File: src/rtl/tri_led_pwm_pkg.sv
package tri_led_pwm_pkg;

   // Gate level for one channel: zero code is dark, all-ones code is lit
   // for the full frame, anything else is lit while the count is below it.
   function automatic logic duty_gate(input logic [15:0] code,
                                      input logic [15:0] count,
                                      input logic [15:0] full_code);
      logic lvl;
      if (code == 16'd0)
         lvl = 1'b0;
      else if (code == full_code)
         lvl = 1'b1;
      else
         lvl = (count < code);
      return lvl;
   endfunction

endpackage

File: src/rtl/tlp_prescaler.sv
module tlp_prescaler #(
   parameter int unsigned CLK_DIV = 15
) (
   input  logic clk,
   input  logic rst_n,
   output logic tick
);
   localparam int unsigned PW = (CLK_DIV > 1) ? $clog2(CLK_DIV) : 1;
   localparam logic [PW-1:0] LAST = PW'(CLK_DIV - 1);

   logic [PW-1:0] pre_q;

   assign tick = (pre_q == LAST);

   always_ff @(posedge clk or negedge rst_n) begin
      if (!rst_n)
         pre_q <= '0;
      else if (tick)
         pre_q <= '0;
      else
         pre_q <= pre_q + 1'b1;
   end
endmodule

File: src/rtl/tlp_frame_ctr.sv
module tlp_frame_ctr #(
   parameter int unsigned DUTY_W = 5
) (
   input  logic              clk,
   input  logic              rst_n,
   input  logic              tick,
   output logic [DUTY_W-1:0] count,
   output logic              frame_end
);
   localparam logic [DUTY_W-1:0] TOP = {DUTY_W{1'b1}};

   assign frame_end = tick && (count == TOP);

   always_ff @(posedge clk or negedge rst_n) begin
      if (!rst_n)
         count <= '0;
      else if (tick)
         count <= count + 1'b1;
   end
endmodule

File: src/rtl/tlp_channel.sv
module tlp_channel
   import tri_led_pwm_pkg::*;
#(
   parameter int unsigned DUTY_W = 5
) (
   input  logic              clk,
   input  logic              rst_n,
   input  logic [DUTY_W-1:0] duty_req,
   input  logic              frame_end,
   input  logic [DUTY_W-1:0] count,
   input  logic              shutdown,
   output logic [DUTY_W-1:0] duty_act,
   output logic              en
);
   localparam logic [15:0] FULL16 = 16'((1 << DUTY_W) - 1);

   always_ff @(posedge clk or negedge rst_n) begin
      if (!rst_n)
         duty_act <= '0;
      else if (frame_end)
         duty_act <= duty_req;
   end

   always_comb begin
      en = !shutdown && duty_gate(16'(duty_act), 16'(count), FULL16);
   end
endmodule

File: src/rtl/tri_led_pwm.sv
module tri_led_pwm #(
   parameter int unsigned NUM_CH  = 3,
   parameter int unsigned DUTY_W  = 5,
   parameter int unsigned CLK_DIV = 15
) (
   input  logic                     clk,
   input  logic                     rst_n,
   input  logic                     shutdown,
   input  logic [NUM_CH*DUTY_W-1:0] duty_in,
   output logic [NUM_CH-1:0]        led_en
);
   localparam int unsigned ACT_W = NUM_CH * DUTY_W;

   if (NUM_CH < 1) begin : g_bad_ch
      $error("NUM_CH must be at least 1");
   end
   if (DUTY_W < 2 || DUTY_W > 15) begin : g_bad_w
      $error("DUTY_W must be within 2..15");
   end
   if (CLK_DIV < 1) begin : g_bad_div
      $error("CLK_DIV must be at least 1");
   end

   logic              tick;
   logic              frame_end;
   logic [DUTY_W-1:0] frame_cnt;
   logic [ACT_W-1:0]  act_flat;

   tlp_prescaler #(.CLK_DIV(CLK_DIV)) i_pre (
      .clk   (clk),
      .rst_n (rst_n),
      .tick  (tick)
   );

   tlp_frame_ctr #(.DUTY_W(DUTY_W)) i_ctr (
      .clk       (clk),
      .rst_n     (rst_n),
      .tick      (tick),
      .count     (frame_cnt),
      .frame_end (frame_end)
   );

   for (genvar k = 0; k < NUM_CH; k++) begin : g_ch
      tlp_channel #(.DUTY_W(DUTY_W)) i_chan (
         .clk       (clk),
         .rst_n     (rst_n),
         .duty_req  (duty_in[k*DUTY_W +: DUTY_W]),
         .frame_end (frame_end),
         .count     (frame_cnt),
         .shutdown  (shutdown),
         .duty_act  (act_flat[k*DUTY_W +: DUTY_W]),
         .en        (led_en[k])
      );
   end
endmodule

File: config.mk
export PLATFORM = sky130hd
export DESIGN_NAME = tri_led_pwm
export DESIGN_NICKNAME = d
export VERILOG_FILES = /design/src/rtl/tri_led_pwm_pkg.sv /design/src/rtl/tlp_prescaler.sv /design/src/rtl/tlp_frame_ctr.sv /design/src/rtl/tlp_channel.sv /design/src/rtl/tri_led_pwm.sv
export SDC_FILE = /design/constraint.sdc
export NUM_CORES = 1
export LEC_CHECK = 0
export BUFFER_PORTS_ARGS = -buffer_cell sky130_fd_sc_hd__buf_2
export CORE_ASPECT_RATIO = 0.6
export CORE_MARGIN = 2
export CORE_UTILIZATION = 55
export CTS_CLUSTER_SIZE = 16
export DETAILED_ROUTE_END_ITERATION = 6
export GPL_TIMING_DRIVEN = 1
export MAX_ROUTING_LAYER = met4
export PLACE_DENSITY = 0.74
export SLEW_MARGIN = 15
export SYNTH_ARGS = -nofsm -noshare
export SYNTH_HDL_FRONTEND = slang
export SYNTH_SLANG_ARGS = --single-unit
File: constraint.sdc
create_clock -name clk -period 2.4 [get_ports clk]
set_input_delay 0.36 -clock clk [delete_from_list [all_inputs] [get_ports clk]]
set_output_delay 0.36 -clock clk [all_outputs]
set_load 0.005 [all_outputs]
# == Word level (Yosys, flattened, before mapping) ==
# Index checks and enable logic that the tools add are counted.
# word_totals
reg_bits,24
latchBits,0
out_inout_bits,3
mem_bits_ro,0
n_memories,0
ramBits,0
# op_classes
n_div,0
n_shift,0
mul,0
n_mux,7
bitwise_logic,0
magnitude_cmp,3
add_sub_neg,2
n_reduce_logical,8
eq_ne,5
# op_table
operator,count
== test 5 bit (second input constant),4
zero test 5 bit,3
< comparator 5 bit,3
two-way mux 1 bit,6
adder 5 x 1 -> 5 bit (second input constant),1
adder 4 x 1 -> 4 bit (second input constant),1
== test 4 bit (second input constant),1
logical AND 1 bit,4
two-way mux 4 bit,1
zero test 1 bit,1

# == Logic depth before layout (Yosys ltp) ==
# Gate-level depths: netlist of run 1.
# logic_depth
word_depth,4
ltp_mapped,6

# == Cells and area by module ==
# From an unflattened synthesis of run 1, not the netlist that was laid out.
# unflattened
hier_cells,132
hier_area_um2,1356.3
# by_module_without_submodules
mod,cells_each,area_each_um2,n_inst
tlp_channel,33,319.1,3
tlp_frame_ctr,16,222.7,1
tlp_prescaler,17,176.4,1

# == Worst setup path before layout of run 1 ==
# No wires, ideal clock.
# synth_path
path_kind,reg2out
start,register i_ctr.count[2]
end,output port led_en[1]
stages_incl_launch_ff,6
path_buffers,1
arrival_ns,1.481
required_time_ns,2.040
slack_ns,0.559
path_cell_list,dfrtp_1 ha_1 a211oi_1 o211ai_1 a221oi_1 buf_4
# synth_between
elab_chain_cells,4
# synth_lines
item,line_no,rtl
"start, declared",tlp_frame_ctr.sv:7,"output logic [DUTY_W-1:0] count,"
"start signal, assigned",tlp_frame_ctr.sv:18,count <= count + 1'b1;
< comparator 5 bit,tri_led_pwm_pkg.sv:14,lvl = (count < code);
two-way mux 1 bit,tri_led_pwm_pkg.sv:11,else if (code == full_code)
two-way mux 1 bit,tri_led_pwm_pkg.sv:9,if (code == 16'd0)
logical AND 1 bit,tlp_channel.sv:25,"en = !shutdown && duty_gate(16'(duty_act), 16'(count), FULL16);"
"end, declared",tri_led_pwm.sv:10,output logic [NUM_CH-1:0] led_en
# Every way passes these cells.

# == Worst setup path in the final report of run 1 ==
# Ends and elaborated chain as after synthesis.

==> summary.md, run 1 <==
The flow ran to the end, and the final reports show no timing, DRC or antenna violations. The run gives 0 as the number of warning messages in the yosys log. Number of hold violations in the final report: 0.

Of the total power, registers draw 58.2%. The largest driver fanout on the critical path was 6. For the aggregate global routing overflow, the log shows 0. The worst setup path is launched from a register. Summed instance area of the synthesized netlist: 1440 sq um. The vertical die dimension is 43.6 um. Yosys attributes the largest share of cell area to sky130_fd_sc_hd__dfrtp_1 42%, sky130_fd_sc_hd__ha_1 12%, sky130_fd_sc_hd__mux2_4 10%, sky130_fd_sc_hd__mux2_2 4.7%, sky130_fd_sc_hd__nand2_1 4.4%. Measured against its own limit, the worst slew margin works out to 65.1%.

The count of buffers added on input and output ports is 20. For the worst clock skew, the log shows 0.00556 ns. The via count of the first global-routing pass is 849, and the count of cell types in the netlist is 28.

The number of antenna-violating nets in the routed design was 0. The die covers 3050 sq um. For the worst setup path, the data arrival time is 1.91 ns.

The iteration-0 DRC count of the detailed router was 30; the area of the core was 2490 sq um. In this run, CTS created clock tree buffers numbering 3. The post-route netlist has 28.3% of its cells at a drive strength greater than 1. Setup violations remaining at the end of the flow were counted as 0. Counting every net in the synthesized netlist gives 159. The total power is 0.000738 W.

Counting flops with a built-in enable in the synthesized netlist gives 0. Setup repair after global routing left no endpoint under its margin. The total I/O pin count is 21. For the final core utilization, the log shows 63.1%. The later pin in the worst-skew pair is clocked with a latency of 0.26 ns. The logs give 4000 um for the global-route wire length before repair and 985 for the number of vias in the routed layout. For the pin with the worst max-slew slack, the measured transition is 0.523 ns. The starting density of the core was 57.7%. At the end of routability-driven placement, the weighted congestion stood at 0.796. The filler cell count in the final layout is 221.

In this run the critical register-to-register path is launched from i_ctr.count[0]$_DFFE_PN0N_. Derived from the worst setup path, the maximum achievable clock frequency is 441 MHz. At the worst endpoint, the required time is 2.04 ns.

Adding up every negative setup slack in the final design gives 0 ns. The post-detailed-route DRC marker count is 0. Synthesis inferred 24 register bits. The portion of synthesized cell area occupied by the leading cell type was 41.8%; the number of sinks on the clock net was 24. The leading cell type by number of instances after synthesis is sky130_fd_sc_hd__dfrtp_1.

For this run, the register share of the synthesized area comes to 41.8%. The area added between synthesis and finish came out at 9.32%. In the routed layout, each cell is associated on average with a via count of 5.56. The power density over the cells came out at 470 nW/um^2. The proportion of synthesized flip-flops having asynchronous set or reset came out at 100%.

Net switching is 22.5% of the power. The synthesized area divided by synthesized cell count works out to 11.3 sq um. TritonCTS built the clock tree. The analysis attributes to cell leakage a power of 0.810 nW. In the synthesized netlist, the cells that appear most often are 24 x sky130_fd_sc_hd__dfrtp_1, 17 x sky130_fd_sc_hd__nand2_1, 14 x sky130_fd_sc_hd__ha_1, 12 x sky130_fd_sc_hd__inv_1, 10 x sky130_fd_sc_hd__mux2_4. Global routing used 18.2% of the available tracks.

The startpoint-to-endpoint class of the critical path was reg -> out. For this design, the CTS-stage hold fixing added 0 buffers. The tools report the count of pins over their slew limit as 0. At the end of the flow, the number of nets in the layout was 179. For the largest net degree at the start of global routing, the log shows 25. For this run, the detailed router's first-pass iteration total came to 4. The detailed-route wire length per cell was 14.3 um.

The timing startpoint of the critical path is i_ctr.count[2]$_DFFE_PN0N_. The worst setup path is captured at an output port. No sink is reached through more buffers than the 2 on the longest clock path. The most used flip-flop cell after synthesis is sky130_fd_sc_hd__dfrtp_1. The share of total power dissipated in combinational logic is 10.2%.

The wire-length estimate of the detail-placed layout is 1900 um. The share of the clock period used by the worst path after layout is 94.6%, and the horizontal die dimension is 70.0 um. VDD sags by at most 0.362 mV.

The tools report the switching power total as 0.000166 W. The tools report the clock power share as 31.6%. CTS placed an instance of sky130_fd_sc_hd__clkbuf_8 at the clock tree root.

The internal portion of the total power is 0.000572 W. Synthesis produced a netlist whose cell count is 127. The number of antenna diodes in the final layout is 0.

The shortest clock period the worst path allows after layout is 2.27 ns. After detailed routing, the total wire length is 2530 um. The tool flagged a number of max-cap violations equal to 0.

After clock tree synthesis, the clock-pin slew on the worst setup and hold paths is 0.08 ns. The tools report the initial antenna violation count as 0. The path class of the tightest hold or removal check is in -> async.

The library cell with the largest summed area after synthesis is sky130_fd_sc_hd__dfrtp_1. The floorplan has 14 rows. The tools report the level count of the clock H-tree as 1.
## worst paths after layout
check | to | slack (ns) | depth (start not counted)
hold / removal | i_pre.pre_q[1]$_DFF_PN0_ | 0.07 | 1
setup / recovery | led_en[1] | 0.13 | 5
hold reg to reg | g_ch[0].i_chan.duty_act[1]$_DFFE_PN0P_ | 0.52 | 1
setup reg to reg | g_ch[2].i_chan.duty_act[3]$_DFFE_PN0P_ | 0.60 | 5
max in group asynchronous | i_ctr.count[1]$_DFFE_PN0N_ | 1.99 | 1
min in group clk | g_ch[1].i_chan.duty_act[1]$_DFFE_PN0P_ | 0.32 | 2
## area by class of cell
| type | count | area, sq um | area share (%) |
|---|---|---|---|
| inverters | 12 | 45.0 | 2.87 |
| repair buffers | 20 | 100 | 6.37 |
| flip-flops and latches | 24 | 601 | 38.2 |
| well taps | 32 | 40.0 | 2.55 |
| multi-input cells | 86 | 743 | 47.3 |
| clock buffers | 3 | 41.3 | 2.63 |
## per-stage QoR
step                instances  hold slack [ns]  setup slack, ns  cell area [sq um]
finish                    177           0.0663            0.130               1570
detailed placement        174            0.371            0.379               1520
floorplan                 127           0.0644            0.559               1440
CTS                       177           0.0765           0.0689               1560
global route              177           0.0953           0.0260               1570
global placement          174            0.362            0.451               1520
## worst max-delay path: stages (launching register included)
cell and delay, ns:
sky130_fd_sc_hd__dfrtp_1 0.46, sky130_fd_sc_hd__ha_1 0.35, sky130_fd_sc_hd__a211oi_1 0.26, sky130_fd_sc_hd__o211ai_1 0.14, sky130_fd_sc_hd__a221oi_2 0.29, sky130_fd_sc_hd__buf_2 0.15
## sequential cells by signal (all words and copies together), names as in the netlist
name	cells
i_ctr.count	5
i_pre.pre_q	4
g_ch.i_chan.duty_act	15
## layer usage
| metal | up-vias | routed length [um] | global-route usage [%] |
|---|---|---|---|
| met5 | - | 0 | - |
| li1 | 491 | - | - |
| met3 | 2 | 105 | 6.51 |
| met4 | 0 | 8 | 2.31 |
| met2 | 16 | 1160 | 27.2 |
| met1 | 476 | 1260 | 24.7 |
## power by group through the flow
stage / Combinational, W / Clock, W / Sequential [W]
2_1_floorplan: 0.0000478 / 0 / 0.000434
3_3_place_gp: 0.0000705 / 0 / 0.000437
3_5_place_dp: 0.0000750 / 0 / 0.000438
4_1_cts: 0.0000751 / 0.000242 / 0.000430
5_1_grt: 0.0000846 / 0.000263 / 0.000432
6_report: 0.0000751 / 0.000233 / 0.000430
## timing repair
action	in CTS	in global routing
setup endpoints to repair	0	1
buffers inserted	0	0
gates resized for setup	0	1
## kinds of logic (layout without fill, tap and decap cells)
kind of cell	after synthesis	in the layout	synth area share, %
XOR/XNOR	3	3	1.83
AND/OR/NAND/NOR	33	33	11.9
adder cells (fa/ha/maj)	14	14	12.2
AO/OA/AOI/OAI	20	20	10.2
flip-flops	24	24	41.8
multiplexers	16	16	15.2
buffers and inverters	17	35	6.88
## cell usage in the layout, fill, tap and decap left out, types with 2 or more instances in the layout
cell type,count
sky130_fd_sc_hd__o21a_1,3
sky130_fd_sc_hd__xnor2_1,3
sky130_fd_sc_hd__nor4_1,2
sky130_fd_sc_hd__a221oi_1,2
sky130_fd_sc_hd__clkbuf_8,3
sky130_fd_sc_hd__a211oi_1,3
sky130_fd_sc_hd__mux2_4,10
sky130_fd_sc_hd__nor2b_1,3
sky130_fd_sc_hd__mux2_2,6
sky130_fd_sc_hd__o21ai_0,3
sky130_fd_sc_hd__o211ai_1,3
sky130_fd_sc_hd__nand2_1,17
sky130_fd_sc_hd__buf_2,20
sky130_fd_sc_hd__dfrtp_1,24
sky130_fd_sc_hd__ha_1,14
sky130_fd_sc_hd__nand4_1,4
sky130_fd_sc_hd__o22a_1,3
sky130_fd_sc_hd__inv_1,12
(Power assumes the default switching activity.)
==> run 2: changes to the inputs <==
PLACE_DENSITY = default   (was 0.74)
PLACE_DENSITY_LB_ADDON = 0.12   (was default)
==> run 2 against run 1 <==
Compared with the run above:
- power rose by 5.2%
- worst hold slack got worse by 0.00067 ns
- final cell count rose by 0.56%
- non-clock buffer count did not move
- register-to-register slack barely moved
- clock power rose by 17%
- utilization rose by 0.30 points
- critical endpoint is now led_en[0]
- largest power group unchanged
==> summary.md, run 2 (synthesized netlist as in run 1, its figures left out) <==
The area of the core was 2490 sq um (unchanged); the post-detailed-route DRC marker count was 0 (unchanged). The number of flip-flops under the largest register name came out at 15 (unchanged). The delay of the slowest cell on the worst path came out at 0.46 ns (about the same).

The run gives 0.000605 W (+5.9%) as the cell internal power dissipation. Number of hold violations in the final report: 0 (unchanged). The fraction of final layout cells sized beyond drive strength 1 was 28.1% (-0.19 points).

The vertical die dimension came out at 43.6 um (unchanged). The initial antenna violation count was 0 (unchanged). TritonCTS built the clock tree.

On the critical path the largest part of the delay comes from compound AO/OA/AOI/OAI gates. The arrival time of the worst setup path is 1.89 ns (-0.02 ns), and the global-route track usage on met1 is 27.3% (+2.6 points). The number of vias per cell after detailed routing came out at 5.56 (-0.16%). The type of element capturing the critical path is an output port. The run finished with clean final reports.

The tools report the buffer cell driving the clock tree root as sky130_fd_sc_hd__clkbuf_8. The number of port buffers was 20 (unchanged); the number of buffers added by the clock tree synthesis step was 3 (unchanged). The filler cell count in the final layout is 206 (-6.8%). For the reported leakage power, the log shows 0.815 nW (+0.51%). The worst setup margin is 0.145 ns (+0.0153 ns). Post-CTS repair timing setup buffer count: 0 (unchanged). The number of nets in the final layout came out at 179 (unchanged). The run gives 19.6% (+1.4 points) as the total routing resource utilization after global routing.

The transition at the pin with the smallest max-transition slack is 0.536 ns (+0.0131 ns), and the peak supply drop is 0.354 mV (-2.0%). The worst setup path is launched from a register. For the length of the first detailed-routing pass in iterations, the log shows 4 (unchanged).

The count of pins over their slew limit was 0 (unchanged); the area added between synthesis and finish was 9.84%. The worst slack on hold paths came out at 0.0656 ns (-0.000668 ns). The iteration-0 DRC count of the detailed router was 64 (+110%); the via count of the first global-routing pass was 972 (+14%). The level count of the clock H-tree was 1 (unchanged); the clock power share was 35.2% (+3.6 points). For the latest clock arrival within the worst-skew pair, the log shows 0.27 ns (about the same).

The path class of the tightest hold or removal check is in -> async. The largest driver fanout on the critical path came out at 6 (unchanged). Setup repair after global routing left no endpoint under its margin. The met2 usage is 27.8% (+0.57 points). The share of the clock period used by the worst path after layout is 94.0% (-0.64 points), and the number of antenna-violating nets in the routed design is 0 (unchanged). The shortest clock period the worst path allows after layout was 2.25 ns (-0.0153 ns); the starting density of the core was 57.7% (unchanged).

The required time of the critical path was 2.04 ns (about the same); the power density over the cells was 492 nW/um^2 (+4.7%). For the post-detailed-routing wire length, the log shows 2430 um (-3.8%). The aggregate global routing overflow was 0 (unchanged); the worst clock skew was 0.00365 ns (-0.00191 ns).

The largest registers in the layout are g_ch.i_chan.duty_act: 15 flops, i_ctr.count: 5 flops, i_pre.pre_q: 4 flops. The post-placement setup slack came out at 0.431 ns (+0.0517 ns). The tools report the post-cts hold buffer count as 0 (unchanged). The logs give 443 MHz (+0.68%) for the highest clock rate and 0 ns (unchanged) for the accumulated negative setup slack. The sequential fraction of design power is 55.4% (-2.8 points). Total I/O pin count: 21 (unchanged).

More flip-flops sit in one register than any other, and that register is g_ch.i_chan.duty_act. Cell area after placement: 1520 sq um (unchanged). The area of all placed cells without fillers was 1580 sq um (+0.48%); the detailed placement HPWL was 1860 um (-2.5%). The proportion of total power due to net switching is 22.0% (-0.55 points), and the met3 track utilization from global routing is 5.35% (-1.2 points). The number of sinks on the clock net is 24 (unchanged). The logs give 0.000171 W (+2.6%) for the switching power total and 64.3% (-0.87 points) for the tightest slew margin relative to the limit. The die area was 3050 sq um (unchanged).

The number of antenna repair diodes is 0 (unchanged), and the clock input transition at the sequential cells of the worst setup and hold paths is 0.08 ns (about the same). The last weighted congestion value of the routability-driven placer was 0.744 (-6.4%); the count of max-cap constraint violations was 0 (unchanged). The horizontal die dimension is 70.0 um (unchanged), and the total of endpoints with negative setup slack in the final report is 0 (unchanged). Traced cell by cell, the critical path runs through ha_1 -> a211oi_1 -> o211ai_1 -> a221oi_1 -> buf_2. The startpoint-to-endpoint class of the critical path was reg -> out.

The maximum buffer depth of the clock tree was 2 (unchanged). Slowest cell on the critical path: sky130_fd_sc_hd__dfrtp_1. The portion of total power attributed to combinational logic is 9.4% (-0.8 points), and the detailed-route wire length per cell is 13.6 um (-4.4%).

Most common cell after layout, fill and taps aside: sky130_fd_sc_hd__dfrtp_1. The tools report the largest net degree at the start of global routing as 25 (unchanged). Number of vias in the routed layout: 989 (+0.41%). The library cells used most frequently in the layout, excluding fill and tap cells, are 24 x sky130_fd_sc_hd__dfrtp_1, 20 x sky130_fd_sc_hd__buf_2, 17 x sky130_fd_sc_hd__nand2_1.

The global-route wire length before repair is 4450 um (+11%). Number of buffer and inverter stages on the critical path: 1 (unchanged). The number of core rows was 14 (unchanged). The layer carrying the most global-route usage is met2.

The tools report the number of gates resized after CTS as 0 (unchanged).
-- run 2: final timing paths --
check / slack [ns] / from / cells past startpoint / endpoint
min in group clk: 0.32 / duty_in[3] / 2 / g_ch[0].i_chan.duty_act[3]$_DFFE_PN0P_
max in group asynchronous: 1.98 / rst_n / 1 / g_ch[1].i_chan.duty_act[1]$_DFFE_PN0P_
worst min-delay path: 0.07 / rst_n / 1 / g_ch[2].i_chan.duty_act[4]$_DFFE_PN0P_
worst min register to register: 0.52 / g_ch[0].i_chan.duty_act[1]$_DFFE_PN0P_ / 1 / g_ch[0].i_chan.duty_act[1]$_DFFE_PN0P_
worst max register to register: 0.61 / i_ctr.count[0]$_DFFE_PN0N_ / 5 / g_ch[2].i_chan.duty_act[1]$_DFFE_PN0P_
worst max-delay path: 0.15 / i_ctr.count[2]$_DFFE_PN0N_ / 5 / led_en[0]
-- run 2: area by class of cell --
type	instances	area, sq um	area share (%)
tap	32	40.0	2.54
inverter	12	45.0	2.85
timing repair buffer	20	100	6.34
sequential	24	601	38.1
multi-input combinational	86	737	46.7
clock buffer	4	55.1	3.49
-- run 2: power groups by stage --
stage	registers (W)	logic, W	clock network [W]
detailed placement	0.000438	0.0000741	0
global route	0.000432	0.0000842	0.000298
floorplan	0.000434	0.0000478	0
global placement	0.000437	0.0000705	0
finish	0.000430	0.0000733	0.000273
CTS	0.000430	0.0000746	0.000283
-- run 2: metal layers --
layer,routed length [um],share of wire (%),vias up
met5,0,0,-
met4,31,1.3,0
met3,106,4.4,6
met2,1030,42,21
met1,1260,52,468
li1,-,-,494
-- run 2: through the flow --
step	power (W)	cells	utilization, %
after global placement	0.000508	174	61.2
after detailed placement	0.000512	174	61.2
final	0.000776	178	63.4
after global routing	0.000814	178	63.4
after floorplan	0.000482	127	-
after CTS	0.000787	178	63.4
==> run 3: changes to the inputs <==
CELL_PAD_IN_SITES_DETAIL_PLACEMENT = 0   (was default)
CELL_PAD_IN_SITES_GLOBAL_PLACEMENT = 1   (was default)
CORE_UTILIZATION = 44   (was 55)
SKIP_CTS_REPAIR_TIMING = 1   (was default)
==> run 3 against run 2 <==
Compared with the run above:
- final area is 1.0% higher
- global-route usage is 4.2 points lower
- fmax is 0.51% higher
- power up 0.62%
- final cell count increased by 7.3%
- combinational power about the same
- sequential share of layout area decreased by 0.39 points
- critical path type unchanged
==> summary.md, run 3 (synthesized netlist as in run 1, its figures left out) <==
For the accumulated negative setup slack, the log shows 0 ns (unchanged). The number of antenna-violating nets in the routed design is 0 (unchanged), and the largest net degree at the start of global routing is 25 (unchanged). In this run the critical register-to-register path is captured at g_ch[2].i_chan.duty_act[0]$_DFFE_PN0P_. The largest registers in the layout are g_ch.i_chan.duty_act: 15 flops, i_ctr.count: 5 flops, i_pre.pre_q: 4 flops.

The tools report the total routing resource utilization after global routing as 15.4% (-4.2 points). The buffer cell driving the clock tree root was sky130_fd_sc_hd__clkbuf_8. The share of the clock period used by the worst path after layout works out to 93.5% (-0.48 points).

The number of buffers added by the clock tree synthesis step is 3 (unchanged). The aggregate global routing overflow came out at 0 (unchanged). The type of the tightest min-delay check is in -> async.

Count of max-cap constraint violations: 0 (unchanged). The tools report the type of element capturing the critical path as an output port. The number of vias per cell after detailed routing was 5.07 (-8.7%); the cell area after placement was 1540 sq um (+1.1%). The worst-case register-to-register setup slack was 0.59 ns (-0.02 ns); the power density over the cells was 490 nW/um^2 (-0.40%). The initial antenna violation count was 0 (unchanged); the count of placed standard cells in the final layout, fillers left out was 191 (+7.3%). For the number of vias in the routed layout, the log shows 969 (-2.0%). The number of sinks on the clock net came out at 24 (unchanged). The detailed placement HPWL is 1940 um (+4.5%), and the shortest clock period the worst path allows after layout is 2.24 ns (-0.0114 ns).

Peak supply drop: 0.271 mV (-23%). The portion of total power attributed to combinational logic was 9.4% (about the same). The total of endpoints with negative setup slack in the final report was 0 (unchanged); the number of port buffers was 20 (unchanged). The startpoint-to-endpoint class of the critical path is reg -> out. The clock input transition at the sequential cells of the worst setup and hold paths is 0.08 ns (about the same), and the maximum buffer depth of the clock tree is 2 (unchanged). TritonCTS built the clock tree.

Ranked by flip-flop count, first place goes to g_ch.i_chan.duty_act. The number of hold violations in the final report came out at 0 (unchanged). The highest clock rate was 446 MHz (+0.51%).

The worst register-to-register path begins at i_ctr.count[0]$_DFFE_PN0N_. The sequential fraction of design power was 55.1% (-0.3 points); the depth of the worst register-to-register path was 5 (unchanged). For the post-detailed-routing wire length, the log shows 2550 um (+4.8%). The logs give 4 (unchanged) for the length of the first detailed-routing pass in iterations and 1590 sq um (+1.0%) for the area of all placed cells without fillers. The iteration-0 DRC count of the detailed router was 26 (-59%). The number of antenna repair diodes was 0 (unchanged).

The transition at the pin with the smallest max-transition slack is 0.546 ns (+0.0104 ns). Leaving out fill and tap cells, the most frequent cell in the layout is sky130_fd_sc_hd__dfrtp_1. The worst clock skew is 0.00216 ns (-0.00149 ns), and the reported leakage power is 0.815 nW (unchanged). Setup repair after global routing left no endpoint under its margin. The cell internal power dissipation is 0.000606 W (about the same). The area of the core is 3180 sq um (+28%), and the last weighted congestion value of the routability-driven placer is 0.872 (+17%).

The tightest slew margin relative to the limit came out at 63.6% (-0.69 points). The vertical die dimension was 48.3 um (+11%); the post-detailed-route DRC marker count was 0 (unchanged). The horizontal die dimension was 77.8 um (+11%). From synthesis to final layout, the design area changed by 11.0%.

The die area was 3750 sq um (+23%). Fraction of final layout cells sized beyond drive strength 1: 28.1% (unchanged). For the switching power total, the log shows 0.000175 W (+2.7%). The run gives 21 (unchanged) as the total I/O pin count.

The proportion of total power due to net switching is 22.5% (+0.46 points), and the placed instance count is 187 (+7.5%). The logs give 892 (-8.2%) for the via count of the first global-routing pass and 16 (+2) for the number of core rows. The library cells used most frequently in the layout, excluding fill and tap cells, are 24 x sky130_fd_sc_hd__dfrtp_1, 20 x sky130_fd_sc_hd__buf_2, 17 x sky130_fd_sc_hd__nand2_1. Required time of the critical path: 2.04 ns (about the same). The number of flip-flops under the largest register name came out at 15 (unchanged).

The global-route wire length before repair is 4200 um (-5.7%). The latest clock arrival within the worst-skew pair is 0.27 ns (about the same), and the number of nets in the final layout is 179 (unchanged). The run gives 1 (unchanged) as the level count of the clock H-tree. The largest driver fanout on the critical path was 6 (unchanged). The detailed-route wire length per cell works out to 13.3 um (-2.4%). The startpoint type of the worst setup path is a register. The clock power share is 35.5% (+0.3 points), and the arrival time of the worst setup path is 1.88 ns (about the same). The tools report the starting density of the core as 45.1% (-13 points).

In this run the worst setup path begins at i_ctr.count[2]$_DFFE_PN0N_. The flow ran to the end, and the final reports show no timing, DRC or antenna violations. The count of pins over their slew limit was 0 (unchanged).
[run 3: cell counts in the layout (fill, tap and decap cells not counted)]
Identical to the previous run, type by type.
[run 3: worst max path at each step]
stage and endpoint:
6_report led_en[2], 4_1_cts led_en[2], 3_3_place_gp led_en[1], 2_1_floorplan led_en[1]
3_5_place_dp led_en[2], 5_1_grt led_en[2]
[run 3: cell type report]
type / count / area [sq um]
clock buffer: 4 / 55.1
fill: 301 / 1590
timing repair buffer: 20 / 100
inverter: 12 / 45.0
multi-input combinational: 86 / 737
tap: 45 / 56.3
sequential: 24 / 601
[run 3: metal layers]
layer | track usage, % | share of wire [%]
met2 | 23.1 | 42
met5 | - | 0
met3 | 4.63 | 3.6
met4 | 3.21 | 0.31
met1 | 20.8 | 54
[run 3: critical path: stages, from the launching register on]
cell                       delay (ns)
sky130_fd_sc_hd__dfrtp_1         0.46
sky130_fd_sc_hd__ha_1            0.35
sky130_fd_sc_hd__a211oi_1        0.22
sky130_fd_sc_hd__o211ai_1        0.13
sky130_fd_sc_hd__a221oi_1        0.30
sky130_fd_sc_hd__buf_2           0.16
[run 3: power groups by stage]
stage	Sequential, W	Clock, W	Combinational (W)
final	0.000430	0.000277	0.0000732
after floorplan	0.000434	0	0.0000478
after global placement	0.000438	0	0.0000712
after detailed placement	0.000438	0	0.0000748
after CTS	0.000430	0.000286	0.0000750
after global routing	0.000433	0.000312	0.0000829
[run 3: per-stage QoR]
step	util, %	hold slack (ns)	power, W	setup WS (ns)
global placement	48.3	0.371	0.000509	0.486
CTS	50.1	0.0852	0.000791	0.141
floorplan	-	0.0644	0.000482	0.559
detailed placement	48.3	0.380	0.000513	0.449
finish	50.1	0.0668	0.000781	0.157
global route	50.1	0.0928	0.000828	0.0447
